`src/rtl/fdf_pkg.sv`:
```
package fdf_pkg;
  localparam int unsigned WORD_W     = 32;
  localparam int unsigned DESC_WORDS = 4;
  localparam int unsigned IDX_W      = $clog2(DESC_WORDS);
  localparam int unsigned DESC_BYTES = DESC_WORDS * WORD_W / 8;

  localparam logic [WORD_W-1:0] BRA_KEEP = 32'hFFFF_FFF3;
  localparam int unsigned BRA_REQ = 0;
  localparam int unsigned BRA_INT = 1;
  localparam int unsigned ALIGN_W = 4;

  localparam int unsigned CMD_EOF = 21;
  localparam int unsigned CMD_SOF = 22;
  localparam int unsigned CMD_PAL = 26;

  localparam logic CFG_PTR = 1'b0;
  localparam logic CFG_BRA = 1'b1;

  typedef enum logic [2:0] {
    S_IDLE, S_REQ, S_WAIT, S_EVAL, S_RUN
  } seq_state_e;

  typedef struct packed {
    logic sof;
    logic eof;
    logic bs;
    logic berr;
    logic pal;
    logic go;
  } fdf_events_t;
endpackage

```
`src/rtl/fdf_win_check.sv`:
```
module fdf_win_check #(
  parameter int unsigned NWIN = 2,
  parameter logic [NWIN-1:0][31:0] WIN_BASE = '0,
  parameter logic [NWIN-1:0][31:0] WIN_SIZE = '0,
  parameter int unsigned SPAN = 0
) (
  input  logic [31:0] addr_i,
  output logic        ok_o
);
  logic [NWIN-1:0] hit;

  for (genvar w = 0; w < NWIN; w++) begin : g_win
    logic [32:0] lo, hi, top;
    assign lo = {1'b0, WIN_BASE[w]};
    assign hi = {1'b0, WIN_BASE[w]} + {1'b0, WIN_SIZE[w]};
    assign top = {1'b0, addr_i} + 33'(SPAN);
    assign hit[w] = ({1'b0, addr_i} >= lo) && (top <= hi);
  end

  assign ok_o = |hit;
endmodule

```
`src/rtl/fdf_regs.sv`:
```
module fdf_regs
  import fdf_pkg::*;
(
  input  logic              clk_i,
  input  logic              rst_ni,
  input  logic              cfg_we_i,
  input  logic              cfg_sel_i,
  input  logic [WORD_W-1:0] cfg_wdata_i,
  input  logic              ld_we_i,
  input  logic [IDX_W-1:0]  ld_idx_i,
  input  logic [WORD_W-1:0] ld_data_i,
  input  logic              src_clr_i,
  input  logic              bra_clr_i,
  output logic [WORD_W-1:0] ptr_o,
  output logic [WORD_W-1:0] bra_o,
  output logic [WORD_W-1:0] src_o,
  output logic [WORD_W-1:0] id_o,
  output logic [WORD_W-1:0] cmd_o
);
  logic [WORD_W-1:0] ptr_q, bra_q;
  logic [WORD_W-1:0] word_q [1:DESC_WORDS-1];

  // internal updates take priority over a same-cycle config write
  always_ff @(posedge clk_i or negedge rst_ni) begin
    if (!rst_ni) begin
      ptr_q <= '0;
    end else if (ld_we_i && ld_idx_i == '0) begin
      ptr_q <= ld_data_i;
    end else if (cfg_we_i && cfg_sel_i == CFG_PTR) begin
      ptr_q <= {cfg_wdata_i[WORD_W-1:ALIGN_W], {ALIGN_W{1'b0}}};
    end
  end

  always_ff @(posedge clk_i or negedge rst_ni) begin
    if (!rst_ni) begin
      bra_q <= '0;
    end else if (bra_clr_i) begin
      bra_q[BRA_REQ] <= 1'b0;
    end else if (cfg_we_i && cfg_sel_i == CFG_BRA) begin
      bra_q <= cfg_wdata_i & BRA_KEEP;
    end
  end

  for (genvar k = 1; k < DESC_WORDS; k++) begin : g_word
    always_ff @(posedge clk_i or negedge rst_ni) begin
      if (!rst_ni) begin
        word_q[k] <= '0;
      end else if (k == 1 && src_clr_i) begin
        word_q[k] <= '0;
      end else if (ld_we_i && ld_idx_i == IDX_W'(k)) begin
        word_q[k] <= ld_data_i;
      end
    end
  end

  assign ptr_o = ptr_q;
  assign bra_o = bra_q;
  assign src_o = word_q[1];
  assign id_o  = word_q[2];
  assign cmd_o = word_q[3];
endmodule

```
`src/rtl/fdf_seq.sv`:
```
module fdf_seq
  import fdf_pkg::*;
(
  input  logic              clk_i,
  input  logic              rst_ni,
  input  logic              en_i,
  input  logic              frame_start_i,
  input  logic              frame_done_i,
  input  logic [WORD_W-1:0] ptr_i,
  input  logic [WORD_W-1:0] bra_addr_i,
  input  logic              bra_req_i,
  input  logic              bra_int_i,
  input  logic [WORD_W-1:0] src_i,
  input  logic              cmd_sof_i,
  input  logic              cmd_eof_i,
  input  logic              cmd_pal_i,
  input  logic              desc_ok_i,
  input  logic              src_ok_i,
  output logic [WORD_W-1:0] cand_addr_o,
  output logic              mem_req_valid_o,
  output logic [WORD_W-1:0] mem_req_addr_o,
  input  logic              mem_req_ready_i,
  input  logic              mem_rsp_valid_i,
  output logic              ld_we_o,
  output logic [IDX_W-1:0]  ld_idx_o,
  output logic              src_clr_o,
  output logic              bra_clr_o,
  output logic              busy_o,
  output fdf_events_t       ev_o
);
  localparam logic [IDX_W-1:0] LAST_IDX = IDX_W'(DESC_WORDS - 1);

  seq_state_e        state_q, state_d;
  logic [WORD_W-1:0] base_q, base_d;
  logic [IDX_W-1:0]  idx_q, idx_d;
  fdf_events_t       ev_q, ev_d;

  assign cand_addr_o = bra_req_i ? bra_addr_i : ptr_i;

  always_comb begin
    state_d   = state_q;
    base_d    = base_q;
    idx_d     = idx_q;
    ev_d      = '0;
    src_clr_o = 1'b0;
    bra_clr_o = 1'b0;
    ld_we_o   = 1'b0;
    unique case (state_q)
      S_IDLE: begin
        if (frame_start_i && en_i) begin
          src_clr_o = 1'b1;
          bra_clr_o = bra_req_i;
          ev_d.bs   = bra_req_i && bra_int_i;
          base_d    = cand_addr_o;
          idx_d     = '0;
          state_d   = desc_ok_i ? S_REQ : S_EVAL;
        end
      end
      S_REQ: begin
        if (mem_req_ready_i) state_d = S_WAIT;
      end
      S_WAIT: begin
        if (mem_rsp_valid_i) begin
          ld_we_o = 1'b1;
          if (idx_q == LAST_IDX) begin
            state_d = S_EVAL;
          end else begin
            idx_d   = idx_q + 1'b1;
            state_d = S_REQ;
          end
        end
      end
      S_EVAL: begin
        if (src_i == '0 || !src_ok_i) begin
          ev_d.berr = 1'b1;
          state_d   = S_IDLE;
        end else if (cmd_pal_i) begin
          ev_d.pal = 1'b1;
          state_d  = S_IDLE;
        end else begin
          ev_d.sof = cmd_sof_i;
          ev_d.go  = 1'b1;
          state_d  = S_RUN;
        end
      end
      S_RUN: begin
        if (!en_i) begin
          state_d = S_IDLE;
        end else if (frame_done_i) begin
          ev_d.eof = cmd_eof_i;
          state_d  = S_IDLE;
        end
      end
      default: state_d = S_IDLE;
    endcase
  end

  always_ff @(posedge clk_i or negedge rst_ni) begin
    if (!rst_ni) begin
      state_q <= S_IDLE;
      base_q  <= '0;
      idx_q   <= '0;
      ev_q    <= '0;
    end else begin
      state_q <= state_d;
      base_q  <= base_d;
      idx_q   <= idx_d;
      ev_q    <= ev_d;
    end
  end

  assign mem_req_valid_o = (state_q == S_REQ);
  assign mem_req_addr_o  = base_q + (WORD_W'(idx_q) << 2);
  assign ld_idx_o        = idx_q;
  assign busy_o          = (state_q != S_IDLE);
  assign ev_o            = ev_q;
endmodule

```
`src/rtl/frame_desc_fetch.sv`:
```
module frame_desc_fetch
  import fdf_pkg::*;
#(
  parameter int unsigned NWIN = 2,
  parameter logic [NWIN-1:0][31:0] WIN_BASE = {32'hA000_0000, 32'h5C00_0000},
  parameter logic [NWIN-1:0][31:0] WIN_SIZE = {32'h0400_0000, 32'h0004_0000}
) (
  input  logic        clk_i,
  input  logic        rst_ni,
  input  logic        en_i,
  input  logic        frame_start_i,
  input  logic        frame_done_i,
  input  logic        cfg_we_i,
  input  logic        cfg_sel_i,
  input  logic [31:0] cfg_wdata_i,
  output logic        mem_req_valid_o,
  input  logic        mem_req_ready_i,
  output logic [31:0] mem_req_addr_o,
  input  logic        mem_rsp_valid_i,
  input  logic [31:0] mem_rsp_data_i,
  output logic [31:0] desc_ptr_o,
  output logic [31:0] src_addr_o,
  output logic [31:0] frame_id_o,
  output logic [31:0] cmd_o,
  output logic [31:0] branch_o,
  output logic        busy_o,
  output logic        sof_o,
  output logic        eof_o,
  output logic        bs_o,
  output logic        berr_o,
  output logic        pal_load_o,
  output logic        frame_go_o
);
  logic [WORD_W-1:0] cand_addr;
  logic              desc_ok, src_ok;
  logic              ld_we, src_clr, bra_clr;
  logic [IDX_W-1:0]  ld_idx;
  fdf_events_t       ev;

  fdf_regs u_regs (
    .clk_i       (clk_i),
    .rst_ni      (rst_ni),
    .cfg_we_i    (cfg_we_i),
    .cfg_sel_i   (cfg_sel_i),
    .cfg_wdata_i (cfg_wdata_i),
    .ld_we_i     (ld_we),
    .ld_idx_i    (ld_idx),
    .ld_data_i   (mem_rsp_data_i),
    .src_clr_i   (src_clr),
    .bra_clr_i   (bra_clr),
    .ptr_o       (desc_ptr_o),
    .bra_o       (branch_o),
    .src_o       (src_addr_o),
    .id_o        (frame_id_o),
    .cmd_o       (cmd_o)
  );

  // descriptor must fit whole; source start may sit at the window end
  fdf_win_check #(.NWIN(NWIN), .WIN_BASE(WIN_BASE), .WIN_SIZE(WIN_SIZE),
                  .SPAN(DESC_BYTES)) u_desc_win (
    .addr_i (cand_addr),
    .ok_o   (desc_ok)
  );

  fdf_win_check #(.NWIN(NWIN), .WIN_BASE(WIN_BASE), .WIN_SIZE(WIN_SIZE),
                  .SPAN(0)) u_src_win (
    .addr_i (src_addr_o),
    .ok_o   (src_ok)
  );

  fdf_seq u_seq (
    .clk_i           (clk_i),
    .rst_ni          (rst_ni),
    .en_i            (en_i),
    .frame_start_i   (frame_start_i),
    .frame_done_i    (frame_done_i),
    .ptr_i           (desc_ptr_o),
    .bra_addr_i      ({branch_o[WORD_W-1:ALIGN_W], {ALIGN_W{1'b0}}}),
    .bra_req_i       (branch_o[BRA_REQ]),
    .bra_int_i       (branch_o[BRA_INT]),
    .src_i           (src_addr_o),
    .cmd_sof_i       (cmd_o[CMD_SOF]),
    .cmd_eof_i       (cmd_o[CMD_EOF]),
    .cmd_pal_i       (cmd_o[CMD_PAL]),
    .desc_ok_i       (desc_ok),
    .src_ok_i        (src_ok),
    .cand_addr_o     (cand_addr),
    .mem_req_valid_o (mem_req_valid_o),
    .mem_req_addr_o  (mem_req_addr_o),
    .mem_req_ready_i (mem_req_ready_i),
    .mem_rsp_valid_i (mem_rsp_valid_i),
    .ld_we_o         (ld_we),
    .ld_idx_o        (ld_idx),
    .src_clr_o       (src_clr),
    .bra_clr_o       (bra_clr),
    .busy_o          (busy_o),
    .ev_o            (ev)
  );

  assign sof_o      = ev.sof;
  assign eof_o      = ev.eof;
  assign bs_o       = ev.bs;
  assign berr_o     = ev.berr;
  assign pal_load_o = ev.pal;
  assign frame_go_o = ev.go;
endmodule

```
`config.mk`:
```
export PLATFORM = sky130hd
export DESIGN_NAME = frame_desc_fetch
export DESIGN_NICKNAME = d
export VERILOG_FILES = /design/src/rtl/fdf_pkg.sv /design/src/rtl/fdf_win_check.sv /design/src/rtl/fdf_regs.sv /design/src/rtl/fdf_seq.sv /design/src/rtl/frame_desc_fetch.sv
export SDC_FILE = /design/constraint.sdc
export NUM_CORES = 1
export LEC_CHECK = 0
export BUFFER_PORTS_ARGS = -buffer_cell sky130_fd_sc_hd__clkbuf_2
export CORE_ASPECT_RATIO = 2
export CORE_UTILIZATION = 40
export CTS_CLUSTER_SIZE = 30
export DETAILED_ROUTE_END_ITERATION = 6
export HOLD_SLACK_MARGIN = 0.1
export MAX_ROUTING_LAYER = met4
export PLACE_DENSITY = 0.71
export RECOVER_POWER = 100
export SETUP_SLACK_MARGIN = 0.1
export SLEW_MARGIN = 20
export SYNTH_ARGS = -nofsm -noshare
export SYNTH_HDL_FRONTEND = slang
export SYNTH_SLANG_ARGS = --single-unit
export TNS_END_PERCENT = 1
```
`constraint.sdc`:
```
create_clock -name clk_i -period 6.8 [get_ports clk_i]
set_clock_uncertainty 0.1 [all_clocks]
set_input_delay 0.68 -clock clk_i [delete_from_list [all_inputs] [get_ports clk_i]]
set_output_delay 0.68 -clock clk_i [all_outputs]
set_load 0.02 [all_outputs]
```
After elaboration in Yosys (flattened, before gate mapping). Index checks and enable logic that the tools add are counted.

Add/sub/neg operators: 3. Multiply operators: 0. Mux-type cells: 40. $lt $le $gt $ge: 8. Bitwise operators: 2. Div/mod/pow operators: 0. Eq/ne operators: 12. Reduce and logical (&&, ||, !) cells: 28. Shift operators: 0.

Operators with widths (number): $mux W32 (5); $ge A32 B31 Y1 const B (2); $ge A32 B32 Y1 const B (2); $add A32 B5 Y33 const B (1); $le A33 B31 Y1 const B (1); $le A33 B32 Y1 const B (1); $add A32 B4 Y32 (1); $le A32 B31 Y1 const B (1); $le A32 B32 Y1 const B (1); $logic_not A32 Y1 (1); $mux W3 (8); $mux W1 (19); $pmux W3 S5 (1); $logic_and A1 B1 Y1 (12); $mux W2 (6); $reduce_and A4 Y1 (2); $reduce_bool A2 Y1 (4); $eq A3 B2 Y1 const B (2); $eq A2 B2 Y1 const B (2); $ne A2 B1 Y1 const B (2); $ne A2 B2 Y1 const B (2); $pmux W2 S2 (1); $reduce_and A2 Y1 (2); $reduce_or A2 Y1 (2); other kinds (11) (12).

Bits in read-only memories: 0. Output and inout port bits: 200. Memories: 0. Word-level logic and storage cells: 108. Input port bits: 73. RAM bits: 0. Bits in latches: 0. Register bits after elaboration: 201.

Longest topological paths before layout. Gate-level depths: netlist of the first run.

Depth after elaboration: 8. Depth in mapped cells: 15. Mapped depth without buffers: 11.

Cells and area by module. From an unflattened synthesis of the first run, not the netlist that was laid out.

Cells, all modules: 830. Area, all modules: 9988.3 um^2.

Modules (own cells, without submodules): fdf_regs (instances 1, sequential area each 3953.8 um^2, area an instance 6177.2 um^2, cells each 430); fdf_seq (instances 1, sequential area each 1076.0 um^2, area an instance 2834.0 um^2, cells each 264); fdf_win_check at u_desc_win (instances 1, sequential area each 0.0 um^2, area an instance 838.3 um^2, cells each 117); fdf_win_check at u_src_win (instances 1, sequential area each 0.0 um^2, area an instance 135.1 um^2, cells each 18); frame_desc_fetch (instances 1, sequential area each 0.0 um^2, area an instance 3.8 um^2, cells each 1).

Worst setup path before layout of the first run. No wires, ideal clock.

Path type: register to output. From: reg u_seq.idx_q[0], in the netlist u_seq.ld_idx_o[0]. To: out mem_req_addr_o[28]. Stages on the path, launching flop included: 10. Path buffers: 0. Slack: 3.376 ns. Data arrival time: 2.644 ns. Required time: 6.020 ns. Cell sequence: dfrtp_1 > ha_1 > inv_1 > fa_1 > nor3b_1 > nand2_1 > or3_1 > nor2_1 > nand2_1 > xnor2_1.

Longest elaborated chain between the ends: 1.

Ends and longest elaborated chain: start, declared (line fdf_seq.sv:35) `logic [IDX_W-1:0] idx_q, idx_d;`; start signal, assigned (line fdf_seq.sv:107) `idx_q <= idx_d;`; $add A32 B4 Y32 (line fdf_seq.sv:113) `assign mem_req_addr_o = base_q + (WORD_W'(idx_q) << 2);`; end, declared (line frame_desc_fetch.sv:18) `output logic [31:0] mem_req_addr_o,`.

No other way between the ends.

Final worst setup path of the first run.
From: reg u_seq.state_q[0]. To: reg u_regs.word_q, in the netlist u_regs.src_o[1].

Longest elaborated chain between the ends: 4. Elaborated cells on any way between the ends: 7. Those cells by class: eq/ne (1); mux (3); reduce/logical (3).

Ends and longest elaborated chain: start, declared (line fdf_seq.sv:33) `seq_state_e state_q, state_d;`; start signal, assigned (line fdf_seq.sv:105) `state_q <= state_d;`; $eq A3 B2 Y1 (line fdf_seq.sv:48) `unique case (state_q)`; $mux W1 (line fdf_seq.sv:48); $logic_and A1 B1 Y1 (line fdf_regs.sv:50) `end else if (ld_we_i && ld_idx_i == IDX_W'(k)) begin`; $reduce_bool A2 Y1 (no line); end signal, assigned by index (line fdf_regs.sv:51) `word_q[k] <= ld_data_i;`; end, declared (line fdf_regs.sv:21) `logic [WORD_W-1:0] word_q [1:DESC_WORDS-1];`.

Parallel ways exist; a longest one is shown, timed or not. A chain may end at the register's enable or synchronous reset.

==> results of run 1 <==
-- layout by cell type, fill, tap and decap left out, types with 3 or more instances in the layout --
cell,n
clkbuf_1,208
dfrtp_1,201
nand2_1,108
mux2_2,98
clkbuf_2,70
o21ai_0,63
mux2i_1,51
a22o_1,33
nand3_1,30
nor2_1,29
xnor2_1,28
clkbuf_16,19
a21oi_1,16
nor3_1,15
inv_1,14
xor2_1,14
nand4_1,14
nand3b_1,10
and3_1,9
ha_1,8
a21o_1,7
nor4_1,7
nor2b_1,7
nand4b_1,7
a31oi_1,6
nor3b_1,5
clkinv_2,5
nor4b_1,3
a211oi_1,3
nand2b_1,3
a222oi_1,3
a22oi_1,3
buf_4,3
-- layout make-up --
type / instances / area (sq um) / share of cell area [%]
Sequential cell: 201 / 5030 / 42.8
Multi-Input combinational cell: 620 / 4510 / 38.4
Timing Repair Buffer: 281 / 1170 / 9.94
Clock buffer: 23 / 510 / 4.35
Tap cell: 287 / 359 / 3.06
Clock inverter: 10 / 110 / 0.938
Inverter: 14 / 52.6 / 0.448
Antenna cell: 2 / 5.00 / 0.0426
-- registers in the layout (all words and copies together) (netlist names) --
name and flops:
u_regs.bra_o 30, u_regs.cmd_o 32, u_regs.id_o 32, u_regs.ptr_o 32
u_regs.src_o 32, u_seq.base_q 32, u_seq.ev_o 6, u_seq.ld_idx_o 2
u_seq.state_q 3
-- where the power goes --
part	internal, mW	total (mW)	switching, mW
sequential	1.65	2.16	0.506
combinational	0.777	2.24	1.46
clock	0.615	1.08	0.467
total	3.04	5.48	2.43
-- path summary, 6_finish.rpt --
check	from	end	slack, ns	cells after the start
worst min register to register	u_seq.base_q[1]	u_seq.base_q[1]	0.37	2
min in group asynchronous	rst_ni	u_seq.base_q[0]	1.86	2
max in group asynchronous	rst_ni	u_seq.state_q[0]	2.54	3
worst min-delay path	frame_done_i	u_seq.state_q[2]	0.30	2
worst max register to register	u_seq.state_q[0]	u_regs.src_o[1]	2.28	7
worst max-delay path	u_seq.state_q[0]	u_regs.src_o[1]	2.28	7
-- kinds of logic after synthesis --
kind of cell / count (synthesis) / share of synthesized area, %
xor+xnor: 42 / 3.74
mux: 151 / 16.6
buf+inv: 67 / 3.27
compound gates: 146 / 9.80
flops: 201 / 51.2
other cells: 1 / 0.0381
simple gates: 270 / 14.1
fa+ha+maj: 9 / 1.22
-- per-stage QoR --
step           power [mW]  worst slack, ns
3_5_place_dp         4.54             2.88
2_1_floorplan        3.61             3.38
4_1_cts              5.64             2.59
3_3_place_gp         4.48             2.89
5_1_grt              5.77             1.67
6_report             5.48             2.28
-- per-layer routing --
metal / up-vias / routed length [um] / global-route usage [%]
met4: 0 / 1480 / 13.2
li1: 3683 / - / -
met5: - / 0 / -
met3: 87 / 1400 / 2.71
met2: 277 / 15800 / 42.2
met1: 3940 / 11200 / 26.5
-- worst reg2reg max path, cell delays in order, from the launching register on --
cell and delay, ns:
dfrtp_1 0.46, nand2b_1 0.19, nor3b_1 0.94, and2_0 0.83, clkbuf_1 0.80, nor2_2 0.03, clkbuf_1 0.63, a22o_1 0.42
==> out/qor.txt, run 1 <==
Status = complete, but fails checks
Violated checks = capacitance limit, slew limit
YS warnings = 0
Initial antenna violation count = 2
HPWL Detailed = 22.8 mm
Placed insts = 1402
GR Overflow Total = 0
Worst Path Arrival = 4.80 ns
Top cell type by total area after synthesis = dfrtp_1
Setup_tns = 0 ns
CTS buffer count = 19
Routed Antenna Nets = 0
Worst slew pin tran = 3.62 ns
Initial Util = 40.9%
EDFF count, synth = 0
Gpl congestion = 0.956
CP endpoint kind = register
Fin crit period = 4.52 ns
Die width = 113 um
Filler cells = 2356
Crit path kind = register to register
Leakage power = 5.22 nW
CP max stage delay = 0.94 ns
Cells after Synth = 887
Post-synth top cells = 201 x dfrtp_1, 108 x nand2_1, 100 x mux2_2
Crit path cell chain = nand2b_1 > nor3b_1 > and2_0 > clkbuf_1 > nor2_2 > clkbuf_1 > a22o_1
Core region area = 24000 sq um
CTS tree = done
Post-synth ARST share = 100%
Relative slew slack = -141%
FP Rows = 80
Vias in the first global route = 8044
First-pass GRT wire length = 45.2 mm
Largest net degree at the start of global routing = 78
Critical-path top delay cell = nor3b_1
Most common cell on crit path = clkbuf_1
Peak Freq = 221 MHz
Count leader, synth = dfrtp_1
Initial DRC count = 360
Clock-pin slew on the worst setup and hold paths = 0.07 ns
Yosys cell types = 59
Clk Tree Root Cell = clkbuf_16
Overall routing resource usage = 24.1%
Hold Crit Class = primary input to register
Worst Path Required = 7.08 ns
H-Tree Depth = 1
Post-CTS Resized = 0
Post-synth top flop = dfrtp_1
Setup Buffers After CTS = 0
Final Hold Vio Count = 0
Critical path launch point type = register
Yosys reg bits = 201
Clock Tree Buf Depth = 3
Area Overhead vs Synth = 19.4%
Via count = 7987
Design area = 11700 sq um
Cell area after placement = 11400 sq um
Seq/Total Area, Yosys = 51.2%
Layout Nets = 1219
Power Density = 466 nW/um^2
# Max-Cap Violations = 7
Routed wire per std cell = 20.8 um
Via density = 5.55
Die Height = 224 um
Worst path buffer plus inverter count = 2
Buffers on Ports = 268
DRT Wirelength = 29.9 mm
Later-pin clock latency in the skew report = 0.50 ns
Crit path max fanout = 32
Share of the synthesized area in the top cell type = 51.2%
Largest delay share family, worst path = simple AND/OR/NAND/NOR gates
Fin util = 48.9%
Post-Syn Area = 9830 sq um
Iteration count of the initial detailed-routing pass = 5
Syn avg cell area = 11.1 sq um
Unrepaired setup endpoints after global routing = false
Clock Sinks = 201
Share of cells above drive strength 1 = 18.6%
IO Pins = 273
Final Non-Filler Cells = 1438
Final setup viols = 0
Top area cells in the synthesized netlist = dfrtp_1 51%, mux2_2 11%, mux2i_1 5.2%
Maximum VDD drop = 0.299 mV
Final Cycle Share = 66.5%
Die area = 25200 sq um
Hold-fix buffers at CTS = 1
Max Transition Viols Final = 314
Residual DRC = 0
Worst Hold Margin = 0.295 ns
Note: power is estimated with default switching activity, not from simulation.
==> run 2: changes to the inputs <==
Settings changed: ABC_AREA set to 1, PLACE_DENSITY 0.71 to 0.7.
Clock period 6.8 ns to 4.59 ns, I/O delays scaled along.
==> out/qor.txt, run 2 <==
Status = complete, but fails checks
Violated checks = capacitance limit, slew limit
Final Cycle Share = 92.3% (+26 points)
Cells after Synth = 1328 (+50%)
Hold Crit Class = primary input to register
Clock Tree Buf Depth = 3 (unchanged)
Met1 wire length = 13.4 mm (+19%)
Reg2reg end = u_regs.src_o[31]
Seq/Total Area, Yosys = 47.6% (-3.5 points)
Buffers on Ports = 268 (unchanged)
Yosys reg bits = 201 (unchanged)
Max Transition Viols Final = 288 (-8.3%)
Filler cells = 2758 (+17%)
Initial Util = 41.0% (+0.085 points)
Setup_tns = 0 ns (unchanged)
Initial DRC count = 533 (+48%)
Fin crit period = 4.24 ns (-0.285 ns)
Largest net degree at the start of global routing = 102 (+31%)
DRT Wirelength = 35.8 mm (+20%)
Hold Path End = u_regs.bra_o[17]
Reg2reg path depth = 9 (+2)
Min-delay src = cfg_wdata_i[17]
Post-synthesis adder-cell area fraction = 1.14% (-0.085 points)
Relative slew slack = -64.1% (+77 points)
First-pass GRT wire length = 53.1 mm (+18%)
Clock-pin slew on the worst setup and hold paths = 0.07 ns (about the same)
Simple-Gate Fraction of Synth Area = 26.1% (+12 points)
Clock Sinks = 201 (unchanged)
Clk Tree Root Cell = clkbuf_16
Gpl congestion = 1.01 (+5.3%)
Setup ws final = 0.354 ns (-1.92 ns)
Routed Antenna Nets = 0 (unchanged)
Layout Nets = 1662 (+36%)
Reg-to-reg slack, setup = 0.35 ns (-1.92 ns)
Worst slew pin tran = 2.46 ns (-1.16 ns)
Via count = 9932 (+24%)
Later-pin clock latency in the skew report = 0.50 ns (about the same)
CTS buffer count = 19 (unchanged)
Crit path kind = register to register
Most frequent cells in the layout = 340 x nand2_1, 203 x clkbuf_1, 200 x dfrtp_1
Unrepaired setup endpoints after global routing = false
Routed wire per std cell = 18.5 um (-11%)
Hold path depth = 2 (unchanged)
Initial antenna violation count = 2 (unchanged)
Syn avg cell area = 7.95 sq um (-28%)
Post-synth top cells = 341 x nand2_1, 201 x dfrtp_1, 158 x inv_1
Worst path depth = 9 (+2)
H-Tree Depth = 1 (unchanged)
Post-synthesis mux area share = 1.81% (-15 points)
Critical path launch point type = register
Final Non-Filler Cells = 1932 (+34%)
Worst Path Arrival = 4.53 ns (-0.27 ns)
Die width = 117 um (+3.6%)
Worst path buffer plus inverter count = 4 (+2)
Power Density = 669 nW/um^2 (+43%)
EDFF count, synth = 0 (unchanged)
CTS tree = done
Leakage power = 5.97 nW (+14%)
Fin util = 48.8% (-0.051 points)
Overall routing resource usage = 27.3% (+3.2 points)
CP endpoint kind = register
Post-Syn Area = 10600 sq um (+7.4%)
Share of cells above drive strength 1 = 11.9% (-6.7 points)
Count leader, synth = nand2_1
Critical-path top delay cell = clkbuf_1
Placed insts = 1888 (+35%)
Max Used Layer = met4
Share of the synthesized area in the top cell type = 47.6% (-3.5 points)
Area share of xor/xnor cells in the synthesized design = 2.99% (-0.76 points)
Top area cells in the synthesized netlist = dfrtp_1 48%, nand2_1 12%, inv_1 5.6%
Top cell type by total area after synthesis = dfrtp_1
Post-synth ARST share = 100% (unchanged)
Crit path cell chain = nor2_1 > inv_1 > nor2_1 > inv_1 > nor2_1 > inv_1 > clkbuf_1 > nand2_1 > o22ai_1
Largest delay share family, worst path = buffers and inverters
YS warnings = 0 (unchanged)
Yosys cell types = 45 (-24%)
HPWL Detailed = 27.7 mm (+22%)
Residual DRC = 0 (unchanged)
Die area = 27100 sq um (+7.3%)
GR Overflow Total = 0 (unchanged)
Area Overhead vs Synth = 19.0%
Die Height = 232 um (+3.6%)
FP Rows = 83 (+3.8%)
Core region area = 25800 sq um (+7.2%)
Via density = 5.14 (-7.4%)
Vias in the first global route = 9593 (+19%)
Leading cell type in the layout, fill and taps excluded = nand2_1
Maximum VDD drop = 0.386 mV (+29%)
CP max stage delay = 1.64 ns (+0.70 ns)
Largest family of logic cells by synthesized area = simple AND/OR/NAND/NOR gates
Pre-CTS setup slack = 0.643 ns (-2.23 ns)
Iteration count of the initial detailed-routing pass = 5 (unchanged)
Final Hold Vio Count = 0 (unchanged)
Crit path max fanout = 46 (+44%)
Worst flop-to-flop path startpoint = u_seq.state_q[2]
# Max-Cap Violations = 6 (-1)
Synth Area in Compound Gates = 11.6% (+1.8 points)
Post-synth top flop = dfrtp_1
Peak Freq = 236 MHz (+6.7%)
Final setup viols = 0 (unchanged)
Worst Path Required = 4.88 ns (-2.20 ns)
Met2 WL post-DR = 18.7 mm (+18%)
Met3 wire length = 1.57 mm (+12%)
IO Pins = 273 (unchanged)
[run 2: changes by cell type after synthesis, sizes merged, moves of 14 or more]
cell    previous run  this run
o221ai             0        29
xnor2             28         4
mux2i             51         0
o22ai              1        19
mux2             100        17
xor2              14        32
nor2              30       124
inv               14       163
clkbuf            25        39
nand2            108       365
o21ai             63       131
nand3             31        99
a22o              33         0
[run 2: cells by family after synthesis]
group / count (synthesis)
AND/OR/NAND/NOR: 632
buffers and inverters: 224
AO/OA/AOI/OAI: 208
flip-flops: 201
XOR/XNOR: 36
multiplexers: 17
adder cells (fa/ha/maj): 9
other: 1
[run 2: per-layer routing]
layer	vias up	global-route usage, %
met2	339	46.4
met4	0	15.7
met3	94	2.61
met5	-	-
met1	4701	30.8
li1	4798	-
[run 2: power by group]
part | total (mW) | internal, mW | switching (mW) | leakage (nW)
Clock | 1.57 | 0.889 | 0.680 | 0.290
Sequential | 2.93 | 2.42 | 0.510 | 2.59
Combinational | 3.91 | 1.06 | 2.85 | 3.08
Total | 8.42 | 4.38 | 4.04 | 5.97
[run 2: cell type report]
class,count,area [sq um],area share (%)
Timing Repair Buffer,290,1270,10.1
Tap cell,340,425,3.38
Sequential cell,201,5030,40.0
Inverter,164,616,4.90
Clock buffer,24,504,4.01
Clock inverter,7,87.6,0.697
Multi-Input combinational cell,904,4630,36.8
Antenna cell,2,5.00,0.0398
[run 2: worst reg2reg max path, delay by kind of cell (launching register included)]
kind	cells	cell delay, ns
buf+inv	4	1.95
simple gates	4	1.30
flops	1	0.41
compound gates	1	0.36
[run 2: worst max-delay path by stage]
| stage | start | to | slack, ns |
|---|---|---|---|
| after floorplan | u_seq.ld_idx_o[0] | mem_req_addr_o[30] | 1.19 |
| after global placement | u_seq.ld_idx_o[0] | mem_req_addr_o[30] | 0.63 |
| after detailed placement | u_seq.ld_idx_o[0] | mem_req_addr_o[30] | 0.64 |
| after CTS | u_seq.ld_idx_o[0] | mem_req_addr_o[30] | 0.23 |
| after global routing | u_seq.state_q[2] | u_regs.src_o[5] | 0.08 |
| final | u_seq.state_q[2] | u_regs.src_o[31] | 0.35 |
[run 2: repair_timing]
| item | 4_1_cts | 5_1_grt |
|---|---|---|
| setup endpoints to repair | 1 | 2 |
| setup buffers | 0 | 3 |
| resized for setup | 1 | 4 |
| hold endpoints to repair | 48 | 0 |
| pin swaps | 0 | 2 |
| hold buffers | 8 | 0 |
[run 2: through the flow]
step / power [mW] / cell area (sq um) / hold WS (ns)
after detailed placement: 7.01 / 12200 / 0.318
after global routing: 8.96 / 12600 / 0.110
after global placement: 6.93 / 12200 / 0.313
after CTS: 8.62 / 12800 / 0.101
after floorplan: 5.54 / 10600 / 0.0634
final: 8.42 / 12600 / 0.111
==> run 3: changes to the inputs <==
Settings changed: CORE_ASPECT_RATIO 2 to 0.5, CTS_BUF_LIST set to sky130_fd_sc_hd__clkbuf_4 sky130_fd_sc_hd__clkbuf_8.
==> out/qor.txt, run 3 (synthesis gave the netlist of run 2 again) <==
Initial Util = 41.3% (+0.33 points)
Vias in the first global route = 9316 (-2.9%)
Relative slew slack = -45.0% (+19 points)
Iteration count of the initial detailed-routing pass = 6 (+1)
Crit path kind = register to output port
Power Total = 8.38 mW (-0.39%)
H-Tree Depth = 1 (unchanged)
DRT Wirelength = 35.6 mm (-0.71%)
Most common cell on crit path = nor2_2
GR Overflow Total = 0 (unchanged)
Max Transition Viols Final = 228 (-21%)
Maximum VDD drop = 0.280 mV (-27%)
Worst Path Arrival = 3.75 ns (-0.78 ns)
Clk Tree Root Cell = clkbuf_8
Final Hold Vio Count = 0 (unchanged)
Critical-path top delay cell = dfrtp_1
Residual DRC = 0 (unchanged)
Buffers on Ports = 268 (unchanged)
FP Rows = 41 (-51%)
Via density = 5.10 (-0.77%)
IO Pins = 273 (unchanged)
Die width = 232 um (+98%)
Core region area = 25500 sq um (-0.81%)
Crit path max fanout = 4 (-91%)
Leading cell type in the layout, fill and taps excluded = nand2_1
Overall routing resource usage = 27.1% (-0.21 points)
# Max-Cap Violations = 4 (-2)
Violated checks = capacitance limit, slew limit
Worst Path Required = 4.03 ns (-0.85 ns)
Final Cycle Share = 93.9% (+1.6 points)
Worst flop-to-flop path startpoint = u_seq.state_q[2]
Status = complete, but fails checks
Initial DRC count = 742 (+39%)
Filler cells = 2607 (-5.5%)
CP max stage delay = 0.40 ns (-1.24 ns)
Die area = 27100 sq um (unchanged)
Clock Tree Buf Depth = 3 (unchanged)
Gpl congestion = 0.987 (-2.0%)
Largest net degree at the start of global routing = 86 (-16%)
Share of cells above drive strength 1 = 14.4% (+2.5 points)
Most frequent cells in the layout = 338 x nand2_1, 200 x dfrtp_1, 186 x clkbuf_1
Worst slew pin tran = 2.18 ns (-0.287 ns)
Setup ws final = 0.282 ns (-0.0718 ns)
Clock-pin slew on the worst setup and hold paths = 0.06 ns (about the same)
Peak Freq = 232 MHz (-1.7%)
Layout Nets = 1705 (+2.6%)
Worst setup path startpoint = u_seq.ld_idx_o[0]
Via count = 10136 (+2.1%)
Leakage power = 6.18 nW (+3.6%)
Later-pin clock latency in the skew report = 0.61 ns (+0.11 ns)
Crit path cell chain = ha_1 > inv_1 > fa_2 > nor2_2 > nand4_1 > nor2_1 > nand2_2 > inv_1 > nand3_2 > nor2_2 > nand2_1 > nor2_2 > nand3_2 > nor2_2 > nand2_2 > nor3_4 > nand3_2 > xor2_1 > buf_4
Min-delay src = mem_rsp_data_i[8]
CTS buffer count = 30 (+11)
Final setup viols = 0 (unchanged)
HPWL Detailed = 26.2 mm (-5.4%)
Critical path launch point type = register
Routed Antenna Nets = 0 (unchanged)
Pre-CTS setup slack = 0.813 ns (+0.170 ns)
Power Density = 647 nW/um^2 (-3.4%)
CTS tree = done
Fin crit period = 4.31 ns (+0.0718 ns)
Area Overhead vs Synth = 22.7%
Routed wire per std cell = 17.9 um (-3.5%)
CP endpoint kind = output port
Hold Crit Class = primary input to register
Die Height = 117 um (-50%)
First-pass GRT wire length = 54.1 mm (+1.9%)
Initial antenna violation count = 1 (-1)
Clock Sinks = 201 (unchanged)
run 3: area by class of cell:
cell class	count	area [sq um]	area share, %
flip-flops and latches	201	5030	38.8
diodes	1	2.50	0.0193
inverters	164	616	4.75
repair buffers	322	1610	12.5
clock buffers	48	567	4.37
well taps	344	430	3.32
multi-input cells	904	4670	36.0
clock inverters	3	30.0	0.232
run 3: timing repair:
item,4_1_cts,5_1_grt
resized for setup,0,15
hold endpoints to repair,150,0
hold buffers,40,0
setup endpoints to repair,0,2
buffers inserted,0,4
run 3: path summary, 6_finish.rpt:
path	to	slack, ns	cells after the start
worst min register to register	u_regs.cmd_o[0]	0.39	2
min in group asynchronous	u_regs.id_o[22]	0.92	2
worst min-delay path	u_regs.cmd_o[8]	0.14	3
max in group asynchronous	u_seq.base_q[14]	1.42	3
worst max register to register	u_regs.ptr_o[18]	0.61	10
worst max-delay path	mem_req_addr_o[30]	0.28	19
run 3: routing by layer:
layer	share of wire, %	GRT usage, %
met4	3.6	9.04
met3	7.3	6.27
met1	45	36.9
met5	0	-
met2	44	39.8
run 3: power by group:
| group | internal, mW | leakage [nW] | switching [mW] | total [mW] |
|---|---|---|---|---|
| Combinational | 1.10 | 3.27 | 2.88 | 3.98 |
| Clock | 0.781 | 0.322 | 0.720 | 1.50 |
| Sequential | 2.42 | 2.59 | 0.481 | 2.91 |
| Total | 4.30 | 6.18 | 4.08 | 8.38 |
run 3: through the flow:
stage	instance area, sq um	utilization (%)	std cells	hold WS [ns]	TNS, ns
after floorplan	10600	-	1329	0.0634	0
after detailed placement	12200	47.6	1891	0.372	0
final	13000	50.7	1987	0.141	0
after global routing	13000	50.7	1987	0.120	-0.0237
after global placement	12200	47.6	1891	0.367	0
after CTS	13200	51.5	1982	0.110	0
run 3: worst max-delay path: cells and delay by family (launching register included):
| kind | cells | cell delay, ns |
|---|---|---|
| xor gates and xnor gates | 1 | 0.14 |
| adders and majority gates | 2 | 0.58 |
| buffers and inverters | 3 | 0.31 |
| DFF | 1 | 0.40 |
| and+or+nand+nor | 13 | 1.72 |
